`config.mk`:
```
export PLATFORM = sky130hd
export DESIGN_NAME = rrs_top
export DESIGN_NICKNAME = d
export VERILOG_FILES = /design/src/rtl/rrs_pkg.sv /design/src/rtl/rrs_sync.sv /design/src/rtl/rrs_tick_counter.sv /design/src/rtl/rrs_fsm.sv /design/src/rtl/rrs_top.sv
export SDC_FILE = /design/constraint.sdc
export NUM_CORES = 1
export LEC_CHECK = 0
export ABC_AREA = 1
export BUFFER_PORTS_ARGS = -buffer_cell sky130_fd_sc_hd__clkbuf_2
export CORE_MARGIN = 2
export CORE_UTILIZATION = 55
export CTS_BUF_LIST = sky130_fd_sc_hd__clkbuf_4
export CTS_CLUSTER_DIAMETER = 100
export DETAILED_ROUTE_END_ITERATION = 7
export GPL_TIMING_DRIVEN = 0
export PLACE_DENSITY = 0.73
export SYNTH_ARGS = -nofsm -noshare
export SYNTH_HDL_FRONTEND = slang
export SYNTH_SLANG_ARGS = --single-unit
```
`constraint.sdc`:
```
create_clock -name clk -period 2.5 [get_ports clk]
set_clock_uncertainty 0.1 [all_clocks]
set_input_delay 0.25 -clock clk [delete_from_list [all_inputs] [get_ports clk]]
set_output_delay 0.25 -clock clk [all_outputs]
set_load 0.01 [all_outputs]
```
`src/rtl/rrs_pkg.sv`:
```
package rrs_pkg;

    typedef enum logic [2:0] {
        ST_IDLE = 3'd0,
        ST_PUP  = 3'd1,
        ST_OSC  = 3'd2,
        ST_LOCK = 3'd3,
        ST_HOLD = 3'd4,
        ST_RUN  = 3'd5
    } seq_state_t;

    typedef enum logic [2:0] {
        MODE_XTAL_LOW  = 3'd0,
        MODE_XTAL_MID  = 3'd1,
        MODE_XTAL_HIGH = 3'd2,
        MODE_XTAL_MUL  = 3'd3,
        MODE_EXT_CLK   = 3'd4,
        MODE_RC        = 3'd5,
        MODE_INT_OSC   = 3'd6,
        MODE_SPARE     = 3'd7
    } osc_mode_t;

    // crystal modes need a settling count
    function automatic logic mode_needs_osc(input logic [2:0] m);
        return (m == MODE_XTAL_LOW) || (m == MODE_XTAL_MID) ||
               (m == MODE_XTAL_HIGH) || (m == MODE_XTAL_MUL);
    endfunction

    // only the multiplied crystal waits for lock
    function automatic logic mode_needs_lock(input logic [2:0] m);
        return (m == MODE_XTAL_MUL);
    endfunction

endpackage

```
`src/rtl/rrs_sync.sv`:
```
module rrs_sync #(
    parameter int STAGES = 2
) (
    input  logic clk,
    input  logic arst,
    input  logic d,
    output logic q
);
    logic [STAGES-1:0] sr;

    generate
        if (STAGES == 1) begin : g_one
            always_ff @(posedge clk or posedge arst) begin
                if (arst) sr <= '0;
                else      sr <= d;
            end
        end else begin : g_many
            always_ff @(posedge clk or posedge arst) begin
                if (arst) sr <= '0;
                else      sr <= {sr[STAGES-2:0], d};
            end
        end
    endgenerate

    assign q = sr[STAGES-1];
endmodule

```
`src/rtl/rrs_tick_counter.sv`:
```
module rrs_tick_counter #(
    parameter int LIMIT = 16
) (
    input  logic clk,
    input  logic arst,
    input  logic clear,
    input  logic tick,
    output logic done
);
    localparam int CW = $clog2(LIMIT + 1);

    logic [CW-1:0] cnt;

    assign done = (cnt == CW'(LIMIT));

    always_ff @(posedge clk or posedge arst) begin
        if (arst)               cnt <= '0;
        else if (clear)         cnt <= '0;
        else if (tick && !done) cnt <= cnt + 1'b1;
    end
endmodule

```
`src/rtl/rrs_fsm.sv`:
```
module rrs_fsm
    import rrs_pkg::*;
(
    input  logic       clk,
    input  logic       por_pulse,
    input  logic       ext_rst_n,
    input  logic       pin_ok,
    input  logic       wake_req,
    input  logic [2:0] osc_mode,
    input  logic       pup_off,
    input  logic       pup_done,
    input  logic       osc_done,
    input  logic       lock_done,
    output seq_state_t state,
    output logic       cold_q,
    output logic       core_rst
);
    seq_state_t nxt;
    logic [2:0] mode_q;
    logic       force_rst;

    assign force_rst = por_pulse | ~ext_rst_n;

    // next-state decision
    always_comb begin
        nxt = state;
        unique case (state)
            ST_IDLE: begin
                if (cold_q && !pup_off)            nxt = ST_PUP;
                else if (mode_needs_osc(osc_mode)) nxt = ST_OSC;
                else                               nxt = ST_HOLD;
            end
            ST_PUP: begin
                if (pup_done) nxt = mode_needs_osc(mode_q) ? ST_OSC : ST_HOLD;
            end
            ST_OSC: begin
                if (osc_done) nxt = mode_needs_lock(mode_q) ? ST_LOCK : ST_HOLD;
            end
            ST_LOCK: begin
                if (lock_done) nxt = ST_HOLD;
            end
            ST_HOLD: begin
                if (pin_ok) nxt = ST_RUN;
            end
            ST_RUN: begin
                if (!pin_ok || wake_req) nxt = ST_IDLE;
            end
            default: nxt = ST_IDLE;
        endcase
    end

    // state register with latched mode and restart kind
    always_ff @(posedge clk or posedge por_pulse) begin
        if (por_pulse) begin
            state  <= ST_IDLE;
            mode_q <= MODE_EXT_CLK;
            cold_q <= 1'b1;
        end else begin
            state <= nxt;
            if (state == ST_IDLE) mode_q <= osc_mode;
            if (state == ST_RUN) begin
                if (!pin_ok)       cold_q <= 1'b1;
                else if (wake_req) cold_q <= 1'b0;
            end
        end
    end

    // output register: asynchronous set, synchronous release
    always_ff @(posedge clk or posedge force_rst) begin
        if (force_rst) core_rst <= 1'b1;
        else           core_rst <= (nxt != ST_RUN);
    end
endmodule

```
`src/rtl/rrs_top.sv`:
```
module rrs_top
    import rrs_pkg::*;
#(
    parameter int PUP_TICKS   = 2048,
    parameter int OSC_CYCLES  = 1024,
    parameter int LOCK_TICKS  = 63,
    parameter int SYNC_STAGES = 2
) (
    input  logic       clk,
    input  logic       por_pulse,
    input  logic       ext_rst_n,
    input  logic       wake_req,
    input  logic [2:0] osc_mode,
    input  logic       pup_off,
    input  logic       slow_tick,
    input  logic       osc_tick,
    output logic       core_rst,
    output logic [2:0] seq_state
);
    seq_state_t state;
    logic pin_ok;
    logic kind_cold;
    logic pup_done, osc_done, lock_done;

    rrs_sync #(.STAGES(SYNC_STAGES)) i_pin_sync (
        .clk (clk),
        .arst(por_pulse),
        .d   (ext_rst_n),
        .q   (pin_ok)
    );

    rrs_tick_counter #(.LIMIT(PUP_TICKS)) i_pup_cnt (
        .clk  (clk),
        .arst (por_pulse),
        .clear(state != ST_PUP),
        .tick (slow_tick),
        .done (pup_done)
    );

    rrs_tick_counter #(.LIMIT(OSC_CYCLES)) i_osc_cnt (
        .clk  (clk),
        .arst (por_pulse),
        .clear(state != ST_OSC),
        .tick (osc_tick),
        .done (osc_done)
    );

    rrs_tick_counter #(.LIMIT(LOCK_TICKS)) i_lock_cnt (
        .clk  (clk),
        .arst (por_pulse),
        .clear(state != ST_LOCK),
        .tick (slow_tick),
        .done (lock_done)
    );

    rrs_fsm i_fsm (
        .clk      (clk),
        .por_pulse(por_pulse),
        .ext_rst_n(ext_rst_n),
        .pin_ok   (pin_ok),
        .wake_req (wake_req),
        .osc_mode (osc_mode),
        .pup_off  (pup_off),
        .pup_done (pup_done),
        .osc_done (osc_done),
        .lock_done(lock_done),
        .state    (state),
        .cold_q   (kind_cold),
        .core_rst (core_rst)
    );

    assign seq_state = state;
endmodule

```
== After elaboration in Yosys (flattened, before gate mapping) ==
Index checks and enable logic that the tools add are counted.

* Bits in registers: 39
* Input bits: 10
* Output and inout bits: 4
* Word-level logic and storage cells: 73

* Multiplexer cells: 18
* Reduce and logical (&&, ||, !) cells: 23
* Equality and inequality tests: 19
* Add/subtract/negate cells: 3
* Bitwise gates (word level): 2

{| class="wikitable"
|+ Operators with widths
! cell !! number
|-
| $mux 3 || 9
|-
| $mux 12 || 2
|-
| $mux 11 || 2
|-
| $eq 3x2->1 const B || 6
|-
| $pmux 3 s6 || 1
|-
| $add 12x1->12 const B || 1
|-
| $eq 12x12->1 const B || 1
|-
| $mux 6 || 2
|-
| $add 11x1->11 const B || 1
|-
| $eq 11x11->1 const B || 1
|-
| $eq 3x1->1 const B || 3
|-
| $logic_not 3->1 || 3
|-
| $logic_or 1x1->1 || 7
|-
| $add 6x1->6 const B || 1
|-
| $eq 3x3->1 const B || 2
|-
| $eq 6x6->1 const B || 1
|-
| $ne 3x2->1 const B || 2
|-
| $reduce_bool 2->1 || 3
|-
| $logic_not 1->1 || 5
|-
| $logic_and 1x1->1 || 4
|-
| $ne 3x1->1 const B || 1
|-
| $ne 3x3->1 const B || 1
|-
| $mux 1 || 2
|-
| $ne 2x2->1 const B || 1
|-
| 3 further kinds || 3
|}

== Logic depth before layout (Yosys ltp) ==
Gate-level depths: netlist (run 1).

* Depth in word-level cells: 8
* Mapped depth: 11
* Mapped depth without buffers: 10

== Hierarchy ==
From an unflattened synthesis (run 1), not the netlist that was laid out.

* Cells, all modules: 360
* Area total of the unflattened synthesis: 2,636.3 um^2

{| class="wikitable"
|+ By module, submodules not included
! module !! area each (um^2) !! cells an instance !! instances !! seq. area each (um^2)
|-
| rrs_tick_counter at i_osc_cnt || 834.6 || 107 || 1 || 275.3
|-
| rrs_tick_counter at i_pup_cnt || 815.8 || 114 || 1 || 300.3
|-
| rrs_fsm || 516.7 || 76 || 1 || 203.9
|-
| rrs_tick_counter at i_lock_cnt || 389.1 || 54 || 1 || 150.1
|-
| rrs_sync || 53.8 || 3 || 1 || 50.0
|-
| rrs_top || 26.3 || 6 || 1 || 0.0
|}

== Worst setup path after synthesis (run 1) ==
Ideal clock, no wire load.

* Kind: reg2reg
* From: reg i_pup_cnt.cnt[0]
* To: reg i_pup_cnt.cnt[3]
* Buffers on the path: 1
* Data required time: 2.283 ns
* Clock period less this slack: 1.510 ns
* Cell stages (with the launch flop): 11
* Data arrival time: 1.294 ns
* Library setup time: 0.117 ns
* Setup slack: 0.990 ns
* Cell sequence: dfrtp_1 inv_1 ha_1 nand2_1 inv_1 nand3_1 nor2_4 nor2_4 buf_4 nand3b_1 nand2_1

* Cells in the longest elaborated chain, start to end: 4
* Elaborated cells on any way between the ends: 7
* Classes of those cells: add/sub (1); eq/ne (1); mux (2); reduce/logical (3)

{| class="wikitable"
|+ RTL lines
! item !! RTL line !! source
|-
| start, declared || rrs_tick_counter.sv:12 || <nowiki>logic [CW-1:0] cnt;</nowiki>
|-
| start signal, assigned || rrs_tick_counter.sv:19 || <nowiki>else if (tick && !done) cnt <= cnt + 1'b1;</nowiki>
|-
| branches (longest 4 deep; another with $add 12x1->12) || n/a ||
|}

Parallel ways; which one is timed is not known. The select of a mux whose other input is x is not followed.
A chain may end at the register's enable or synchronous reset.

== Worst setup path in the final report (run 1) ==
* From: reg i_lock_cnt.cnt[0]
* To: reg i_lock_cnt.cnt[4]

* Cells in the longest elaborated chain, start to end: 4
* Elaborated cells on any way between the ends: 7
* Classes of those cells: add/sub (1); eq/ne (1); mux (2); reduce/logical (3)

{| class="wikitable"
|+ RTL lines
! item !! RTL line
|-
| start, declared || rrs_tick_counter.sv:12
|-
| start signal, assigned || rrs_tick_counter.sv:19
|-
| branches (longest 4 deep; another with $add 6x1->6) || n/a
|}

Parallel ways; which one is timed is not known. The select of a mux whose other input is x is not followed.

==> results of run 1 <==
## cells by family (layout without fill, tap and decap cells)
logic type | after synthesis | after routing | share of synthesized area [%]
AOI/OAI and AO/OA | 19 | 19 | 4.28
and+or+nand+nor | 213 | 213 | 41.5
buffers and inverters | 40 | 66 | 7.01
xor gates and xnor gates | 7 | 7 | 2.62
DFF | 39 | 39 | 41.9
adders and majority gates | 5 | 5 | 2.68
## stage by stage
step | setup WS (ns) | power [mW] | utilization, % | instance area [um2]
after floorplan | 0.990 | 1.17 | - | 2340
after global placement | 0.754 | 1.31 | 60.7 | 2460
after detailed placement | 0.802 | 1.32 | 60.7 | 2460
after CTS | 0.783 | 1.75 | 63.9 | 2590
after global routing | 0.629 | 1.86 | 63.9 | 2590
final | 0.781 | 1.74 | 63.9 | 2590
## what timing repair did
item,in CTS,in global routing
hold buffers,5,0
endpoints found under the hold margin,40,0
gates resized for setup,0,0
## layout by cell type (no fill, tap or decap), types with 2 or more instances in the layout
| master | Yosys | final |
|---|---|---|
| nand2_1 | 96 | 96 |
| nor2_1 | 43 | 43 |
| nand3_1 | 37 | 37 |
| dfrtp_1 | 36 | 36 |
| inv_1 | 36 | 35 |
| nand4_1 | 22 | 22 |
| o21ai_0 | 14 | 14 |
| clkbuf_2 | 0 | 13 |
| nor2_4 | 5 | 5 |
| xor2_1 | 5 | 5 |
| ha_1 | 5 | 5 |
| clkbuf_4 | 0 | 5 |
| dlygate4sd3_1 | 0 | 5 |
| a21oi_1 | 3 | 3 |
| nor3_1 | 3 | 3 |
| dfstp_2 | 3 | 3 |
| nor2_2 | 2 | 2 |
| buf_2 | 2 | 2 |
| a21o_1 | 2 | 2 |
| xnor2_1 | 2 | 2 |
| nand3b_1 | 2 | 2 |
## final cells by class
cell class,instances,area [um2],area share (%)
tap,50,62.6,2.41
clock inverter,3,38.8,1.50
inverter,36,135,5.21
timing repair buffer,18,115,4.44
multi-input combinational,244,1190,46.1
buffer,4,28.8,1.11
clock buffer,5,37.5,1.45
sequential,39,980,37.8
## sequential cells by signal (all words and copies together), names as in the netlist
name / flops
i_pup_cnt.cnt: 12
i_lock_cnt.cnt: 6
i_fsm.mode_q: 3
i_osc_cnt.cnt: 11
i_pin_sync.sr: 2
i_fsm.state: 3
i_fsm.core_rst: 1
i_fsm.cold_q: 1
## worst reg2reg max path, cell delays in order (launching register included)
cell and delay (ns):
dfrtp_1 0.44, ha_1 0.26, nand3_1 0.14, nor2_1 0.09, nor2_2 0.28, inv_1 0.11, nand2_1 0.11, o21ai_0 0.09
## power breakdown
part	switching, mW	internal, mW	leakage, nW
Sequential	0.0841	0.724	0.521
Combinational	0.343	0.166	0.734
Clock	0.223	0.206	0.0426
## per-layer routing
layer  track usage [%]  up-vias
li1                  -     1098
met2              34.2       40
met1              29.2      967
met4              6.32        0
met5                 0        -
met3              4.80        6
## path summary, 6_finish.rpt
kind / slack, ns / to
max in group asynchronous: 1.31 / i_pup_cnt.cnt[9]$_DFFE_PP0P_
worst min-delay path: 0.04 / i_fsm.mode_q[2]$_DFFE_PP1P_
min in group asynchronous: 0.47 / i_lock_cnt.cnt[3]$_DFFE_PP0P_
worst min register to register: 0.29 / i_pin_sync.sr[1]$_DFF_PP0_
worst max register to register: 0.78 / i_lock_cnt.cnt[4]$_DFFE_PP0P_
worst max-delay path: 0.78 / i_lock_cnt.cnt[4]$_DFFE_PP0P_
==> flow_summary.ini, run 1 <==
[detailed_routing]
vias_per_cell = 5.29
dr_wl_met2_um = 2110
ant_nets = 0
routed.top_layer = met4
routed-via-count = 2111
wl_met3_um = 180
dr.first_iter.drc_count = 104
dr.pass1.iters = 4
drc = 0
met1_length_um = 2370
drt_wl_total_um = 4720
routedWlPerCell_um = 11.8

[timing]
fin_crit_sh_pct = 68.7
hold_ws_ns = 0.0407
worst_slew_pin_slew_ns = 0.791
finalSetupTns_ns = 0
relSlewSlack_pct = 47.2
period_needed_ns = 1.72
slew_violations = 0
rsz0062_at_grt = no
hold_viol = 0
max_freq_ghz = 0.582
setup_violations = 0

[synth]
synth_top_area_share_pct = 38.5
netlist.top_cell.by_area = dfrtp_1
synth_commonest_cells = nand2_1 (96), nor2_1 (43), nand3_1 (37)
synth_seq_cells = 39
synth_nets = 338
async_flop_share_pct = 100
syn-instance-count = 323
ys_seq_area_share_pct = 41.9
avgSynthCellArea_um2 = 7.24
yosys_warnings = 0
synthTopCellsByArea = dfrtp_1 (39%), nand2_1 (15%), nand3_1 (7.9%), nor2_1 (6.9%), nand4_1 (5.9%)
ys_types = 23
synth-edff-count = 0
synth_area_mm2 = 0.00234
ys.flop_type = dfrtp_1
synth_most_common_cell = nand2_1

[power]
power_density_mw_per_mm2 = 673
ir_worst_vdd_mv = 0.317
leakagePower_nw = 1.30

[global_routing]
grt_pass1_vias = 1985
grt_pass1_wl_um = 8530
gr-total-overflow = 0
globalRouteTotalUtil_pct = 21.4
antenna_found_initial = 0
grt_max_degree = 39

[critical_path]
path_buf_inv = 1
worstReg2RegStart = i_lock_cnt.cnt[0]$_DFFE_PP0P_
cp-startpoint = i_lock_cnt.cnt[0]$_DFFE_PP0P_
crit_cells = 7
crit_type = reg2reg
critPathTopFamily = simple AND/OR/NAND/NOR gates
reg2reg_depth = 7
path_cells = ha_1, nand3_1, nor2_1, nor2_2, inv_1, nand2_1, o21ai_0
cp-start-kind = flip-flop
end_kind = flip-flop
worstPathArrival_ns = 1.86
cp_max_fo = 9
cpMaxStageDelayCell = dfrtp_1
cp_data_required_time_ns = 2.64
cpPeakStageDelay_ns = 0.44

[finish]
layout-drive-gt1-share_pct = 10.9
num-fill-cells = 358
antennaDiodeCount = 0
final_nets = 363
syn2layout_area_growth_pct = 10.9
finalNonFillerCells = 399

[clock_network]
clock_latency_ns = 0.35
root_buffer = clkbuf_4
clk_pin_slew_worst_paths_ns = 0.13
cts_max_level = 2
cts_buffer_depth = 2
clkSinkCount = 39
cts_inserted_buffers = 5
post-cts-setup-buffers = 0
tritoncts = built

[job]
maxCapViolations = 0

[floorplanning]
core_mm2 = 0.00406
boundaryPins = 14
start_util_pct = 57.6
die_h_um = 69.2
dieArea_mm2 = 0.00479
die_w_um = 69.2
rows = 23

[placed_design]
placed_cells = 386
io_buffers = 13
gp_congestion = 0.877
dp_hpwl_um = 3430

[hold_path]
min-delay-path-class = in2reg
min_from = osc_mode[2]
holdPathStages = 3

[run_status]
outcome = completed
Note: power is estimated with default switching activity, not from simulation.
==> run 2, diff against run 1 <==
--- a/config.mk
+++ b/config.mk
@@ -13,7 +13,7 @@
 export CTS_CLUSTER_DIAMETER = 100
 export DETAILED_ROUTE_END_ITERATION = 7
 export GPL_TIMING_DRIVEN = 0
-export PLACE_DENSITY = 0.73
+export PLACE_DENSITY = 0.76
 export SYNTH_ARGS = -nofsm -noshare
 export SYNTH_HDL_FRONTEND = slang
 export SYNTH_SLANG_ARGS = --single-unit
==> constraint.sdc (replaced) <==
create_clock -name clk -period 1.52 [get_ports clk]
set_clock_uncertainty 0.1 [all_clocks]
set_input_delay 0.152 -clock clk [delete_from_list [all_inputs] [get_ports clk]]
set_output_delay 0.152 -clock clk [all_outputs]
set_load 0.01 [all_outputs]
==> run 2 against run 1 <==
Effect of this change:
- clock-buffer cell count up 3
- via count up 8.1%
- non-clock buffer count up 23
- die area unchanged
- largest power group unchanged
- flip-flop and latch count unchanged
- critical endpoint is now i_pup_cnt.cnt[11]$_DFFE_PP0P_
- critical path type unchanged
- critical path depth down 1
- total power up 73%
- global-route usage up 1.9 points
- cell area up 13%
- worst setup slack worse by 0.82 ns
- the flow now finishes with violations (setup timing)
==> flow_summary.ini, run 2 (same netlist as run 1, synthesis figures left out) <==
[placed_design]
io_buffers = 13
placed_cells = 386
dp_hpwl_um = 3370
gp_congestion = 0.854
place_ws_ns = -0.194

[clock_network]
clock_latency_ns = 0.36
tritoncts = built
root_buffer = clkbuf_4
clkSinkCount = 39
clk_pin_slew_worst_paths_ns = 0.11
cts_max_level = 2
cts_inserted_buffers = 5
cts_buffer_depth = 2

[timing]
worst_slew_pin_slew_ns = 0.801
hold_viol = 0
relSlewSlack_pct = 46.5
rsz0062_at_grt = yes
fin_crit_sh_pct = 103
period_needed_ns = 1.56
slew_violations = 0
max_freq_ghz = 0.640
setup_violations = 10
setup_ws_ns = -0.0416
finalSetupTns_ns = -0.334

[detailed_routing]
drt_wl_total_um = 5440
dr.pass1.iters = 4
routed-via-count = 2282
ant_nets = 0
vias_per_cell = 5.41
routedWlPerCell_um = 12.9
drc = 0
dr.first_iter.drc_count = 150

[critical_path]
cp_data_required_time_ns = 1.73
reg2reg_depth = 6
cpPeakStageDelay_ns = 0.45
regToRegSetupSlack_ns = -0.04
cp_max_fo = 10
worstReg2RegStart = i_fsm.state[2]$_DFF_PP0_
cp-start-kind = flip-flop
path_cells = inv_1, nand3_1, inv_1, clkbuf_4, nand4_1, nand2_2
cpMaxStageDelayCell = dfrtp_1
cp-endpoint = i_pup_cnt.cnt[11]$_DFFE_PP0P_
cp-startpoint = i_fsm.state[2]$_DFF_PP0_
reg2reg_to = i_pup_cnt.cnt[11]$_DFFE_PP0P_
end_kind = flip-flop
worstPathArrival_ns = 1.77
cpMostUsedCell = inv_1
crit_type = reg2reg

[finish]
antennaDiodeCount = 0
layout-drive-gt1-share_pct = 24.2
utilization_pct = 71.9
final_cell_mix = nand2_1 (83), nor2_1 (41), dfrtp_1 (35)
syn2layout_area_growth_pct = 24.8
num-fill-cells = 290
top_regs = i_pup_cnt.cnt: 12 flops, i_osc_cnt.cnt: 11 flops, i_lock_cnt.cnt: 6 flops
finalNonFillerCells = 422
largest_reg_flops = 12
regMostFlops = i_pup_cnt.cnt
final_nets = 386
mostFrequentLayoutCell = nand2_1

[global_routing]
antenna_found_initial = 0
gr-total-overflow = 0
use_met2_pct = 36.4
grt_pass1_wl_um = 9020
globalRouteTotalUtil_pct = 23.3
grt_pass1_vias = 2022
grt_max_degree = 39
grt_use_met3_pct = 5.52
busiest_layer = met2
use_met1_pct = 31.4

[hold_path]
min-delay-path-class = in2reg

[floorplanning]
dieArea_mm2 = 0.00479
die_w_um = 69.2
die_h_um = 69.2
rows = 23
boundaryPins = 14
core_mm2 = 0.00406
start_util_pct = 57.6

[job]
maxCapViolations = 0

[run_status]
failed_checks = setup timing
outcome = finished, violations left

[power]
ir_worst_vdd_mv = 0.642
leakagePower_nw = 1.45
power_density_mw_per_mm2 = 1040
-- run 2: how the worst min path moves through the flow --
stage               startpoint                       end  cells after the start
floorplan            por_pulse  i_fsm.core_rst$_DFF_PP1_                      1
global placement     por_pulse  i_fsm.core_rst$_DFF_PP1_                      2
detailed placement   por_pulse  i_fsm.core_rst$_DFF_PP1_                      2
CTS                   wake_req  i_fsm.cold_q$_DFFE_PP1P_                      4
global route          wake_req  i_fsm.cold_q$_DFFE_PP1P_                      4
finish                wake_req  i_fsm.cold_q$_DFFE_PP1P_                      4
-- run 2: metal layers --
metal,wire (um),vias to the layer above
li1,-,1146
met1,2350,1057
met2,2640,71
met3,341,8
met4,102,0
met5,0,-
-- run 2: power breakdown --
part | leakage (nW) | switching, mW | total [mW] | internal (mW)
registers | 0.520 | 0.127 | 1.32 | 1.19
logic | 0.894 | 0.709 | 1.13 | 0.416
clock network | 0.0368 | 0.342 | 0.580 | 0.238
-- run 2: through the flow --
stage          hold slack (ns)  power, mW  instance area [um2]
6_report                0.0118       3.02                 2920
5_1_grt                 0.0133       3.24                 2920
4_1_cts                0.00407       2.89                 2780
3_5_place_dp             0.122       2.18                 2460
3_3_place_gp             0.104       2.17                 2460
2_1_floorplan         -0.00113       1.93                 2340
-- run 2: worst max-delay path, delay by kind of cell, from the launching register on --
family	cells	cell delay, ns
buffers and inverters	3	0.57
flip-flops	1	0.45
AND/OR/NAND/NOR	3	0.39
-- run 2: repair_timing --
item / in CTS / in global routing
endpoints found under the hold margin: 41 / 0
pin swaps: 13 / 13
cloned: 1 / 0
gates resized for setup: 17 / 30
hold buffers: 6 / 0
buffers inserted: 15 / 6
setup endpoints to repair: 29 / 32
-- run 2: area by class of cell --
type	count	area [um2]	share of cell area (%)
inverters	36	135	4.63
multi-input cells	244	1340	45.9
well taps	50	62.6	2.15
flip-flops and latches	39	981	33.6
repair buffers	41	307	10.5
plain buffers	4	31.3	1.07
clock buffers	8	60.1	2.06
==> run 3, diff against run 2 <==
--- a/config.mk
+++ b/config.mk
@@ -13,7 +13,9 @@
 export CTS_CLUSTER_DIAMETER = 100
 export DETAILED_ROUTE_END_ITERATION = 7
 export GPL_TIMING_DRIVEN = 0
+export MAX_ROUTING_LAYER = met4
 export PLACE_DENSITY = 0.76
 export SYNTH_ARGS = -nofsm -noshare
 export SYNTH_HDL_FRONTEND = slang
 export SYNTH_SLANG_ARGS = --single-unit
+export TNS_END_PERCENT = 30
==> run 3 against run 2 <==
Effect of this change:
- the flow still finishes with violations (setup timing)
- via count is 3.1% lower
- hold slack better by 0.0049 ns
- register-to-register slack hardly changed
- non-clock buffer count is 4 lower
- critical path depth is 5 higher
- die area stayed put
- clock-buffer cell count stayed put
- combinational power is 4% lower
- utilization is 1.3 points lower
- cell area is 1.8% lower
- flip-flop and latch count stayed put
==> flow_summary.ini, run 3 (same netlist as run 1, synthesis figures left out) <==
[detailed_routing]
routed-via-count = 2212
dr.first_iter.drc_count = 143
drc = 0
ant_nets = 0
drt_wl_total_um = 5150
vias_per_cell = 5.29
dr.pass1.iters = 4
routedWlPerCell_um = 12.3

[global_routing]
grt_pass1_wl_um = 9030
use_met2_pct = 36.4
grt_pass1_vias = 2024
globalRouteTotalUtil_pct = 24.0
use_met1_pct = 31.5
grt_use_met3_pct = 5.38
gr-total-overflow = 0
antenna_found_initial = 0
busiest_layer = met2
grt_max_degree = 39

[clock_network]
cts_max_level = 2
root_buffer = clkbuf_4
clk_pin_slew_worst_paths_ns = 0.11
clock_latency_ns = 0.36
tritoncts = built
cts_inserted_buffers = 5
cts_buffer_depth = 2
clkSinkCount = 39

[finish]
finalNonFillerCells = 418
largest_reg_flops = 12
mostFrequentLayoutCell = nand2_1
final_area_mm2 = 0.00286
top_regs = i_pup_cnt.cnt: 12 flops, i_osc_cnt.cnt: 11 flops, i_lock_cnt.cnt: 6 flops
utilization_pct = 70.6
final_cell_mix = nand2_1 (84), nor2_1 (41), dfrtp_1 (36)
antennaDiodeCount = 0
syn2layout_area_growth_pct = 22.5
layout-drive-gt1-share_pct = 22.6
final_nets = 382
regMostFlops = i_pup_cnt.cnt

[timing]
setup_ws_ns = -0.0392
hold_ws_ns = 0.0167
finalSetupTns_ns = -0.312
slew_violations = 0
max_freq_ghz = 0.641
worst_slew_pin_slew_ns = 0.789
rsz0062_at_grt = yes
setup_violations = 10
hold_viol = 0
period_needed_ns = 1.56
relSlewSlack_pct = 47.3
fin_crit_sh_pct = 103

[placed_design]
placed_area_mm2 = 0.00246
place_ws_ns = -0.194
gp_congestion = 0.868
io_buffers = 13
placed_cells = 386
dp_hpwl_um = 3370

[critical_path]
critPathTopFamily = simple AND/OR/NAND/NOR gates
cp_max_fo = 5
reg2reg_depth = 11
path_buf_inv = 3
cpMaxStageDelayCell = dfrtp_1
crit_type = reg2reg
reg2reg_to = i_pup_cnt.cnt[11]$_DFFE_PP0P_
cp_data_required_time_ns = 1.72
cpPeakStageDelay_ns = 0.41
worstPathArrival_ns = 1.76
end_kind = flip-flop
cp-startpoint = i_pup_cnt.cnt[0]$_DFFE_PP0P_
cp-start-kind = flip-flop
regToRegSetupSlack_ns = -0.04
path_cells = inv_2, ha_4, nand2_2, inv_2, nand3_4, nor2_4, nor2_4, nor2_4, buf_6, nand2_2, nand2_2
worstReg2RegStart = i_pup_cnt.cnt[0]$_DFFE_PP0P_

[job]
maxCapViolations = 0

[floorplanning]
die_w_um = 69.2
boundaryPins = 14
rows = 23
core_mm2 = 0.00406
dieArea_mm2 = 0.00479
die_h_um = 69.2
start_util_pct = 57.6

[power]
power.total_mw = 2.98
power_density_mw_per_mm2 = 1040
leakagePower_nw = 1.43
ir_worst_vdd_mv = 0.490

[hold_path]
holdPathStages = 4
min-delay-path-class = in2reg
holdPathEnd = i_fsm.cold_q$_DFFE_PP1P_
min_from = wake_req

[run_status]
outcome = finished, violations left
failed_checks = setup timing
-- run 3: cell count changes in the layout (fill, tap and decap cells not counted) --
cell / delta
buf_4: -4
dfrtp_1: +1
nand2_1: +1
dfrtp_2: -1
o21ai_1: -2
nor3_4: -1
o21ai_0: +2
nor3_2: +1
nand2_2: -1
ha_1: +1
ha_4: -1
-- run 3: worst max path at each step --
| stage | endpoint | slack, ns | cells past startpoint |
|---|---|---|---|
| 6_report | i_pup_cnt.cnt[11]$_DFFE_PP0P_ | -0.04 | 11 |
| 5_1_grt | i_pup_cnt.cnt[8]$_DFFE_PP0P_ | -0.15 | 8 |
| 4_1_cts | i_pup_cnt.cnt[2]$_DFFE_PP0P_ | -0.06 | 11 |
| 3_5_place_dp | i_osc_cnt.cnt[5]$_DFFE_PP0P_ | -0.19 | 8 |
| 3_3_place_gp | i_pup_cnt.cnt[11]$_DFFE_PP0P_ | -0.15 | 11 |
| 2_1_floorplan | i_pup_cnt.cnt[3]$_DFFE_PP0P_ | 0.01 | 10 |
-- run 3: cell type report --
| class | instances | area [um2] |
|---|---|---|
| plain buffers | 4 | 31.3 |
| clock buffers | 8 | 60.1 |
| fillers | 308 | 1190 |
| inverters | 36 | 135 |
| multi-input cells | 244 | 1320 |
| flip-flops and latches | 39 | 980 |
| well taps | 50 | 62.6 |
| repair buffers | 37 | 277 |
-- run 3: worst register-to-register path: cells and delay by family, from the launching register on --
kind	cells	cell delay, ns
adders and majority gates	1	0.13
buffers and inverters	3	0.32
DFF	1	0.41
and+or+nand+nor	7	0.55
-- run 3: per-layer routing --
metal	wire length (um)	part of all wire, %
met1	2330	45
met2	2520	49
met3	230	4.5
met4	67	1.3
met5	0	0
-- run 3: power breakdown --
part | internal (mW) | leakage, nW | switching [mW]
clock network | 0.238 | 0.0368 | 0.342
logic | 0.401 | 0.873 | 0.686
registers | 1.19 | 0.521 | 0.120
total | 1.83 | 1.43 | 1.15
-- run 3: timing repair --
item / 4_1_cts / 5_1_grt
buffers inserted: 15 / 2
endpoints found under the setup margin: 29 / 32
hold buffers: 6 / 0
cloned: 1 / 0
endpoints found under the hold margin: 41 / 0
resized for setup: 17 / 23
pin swaps: 13 / 11
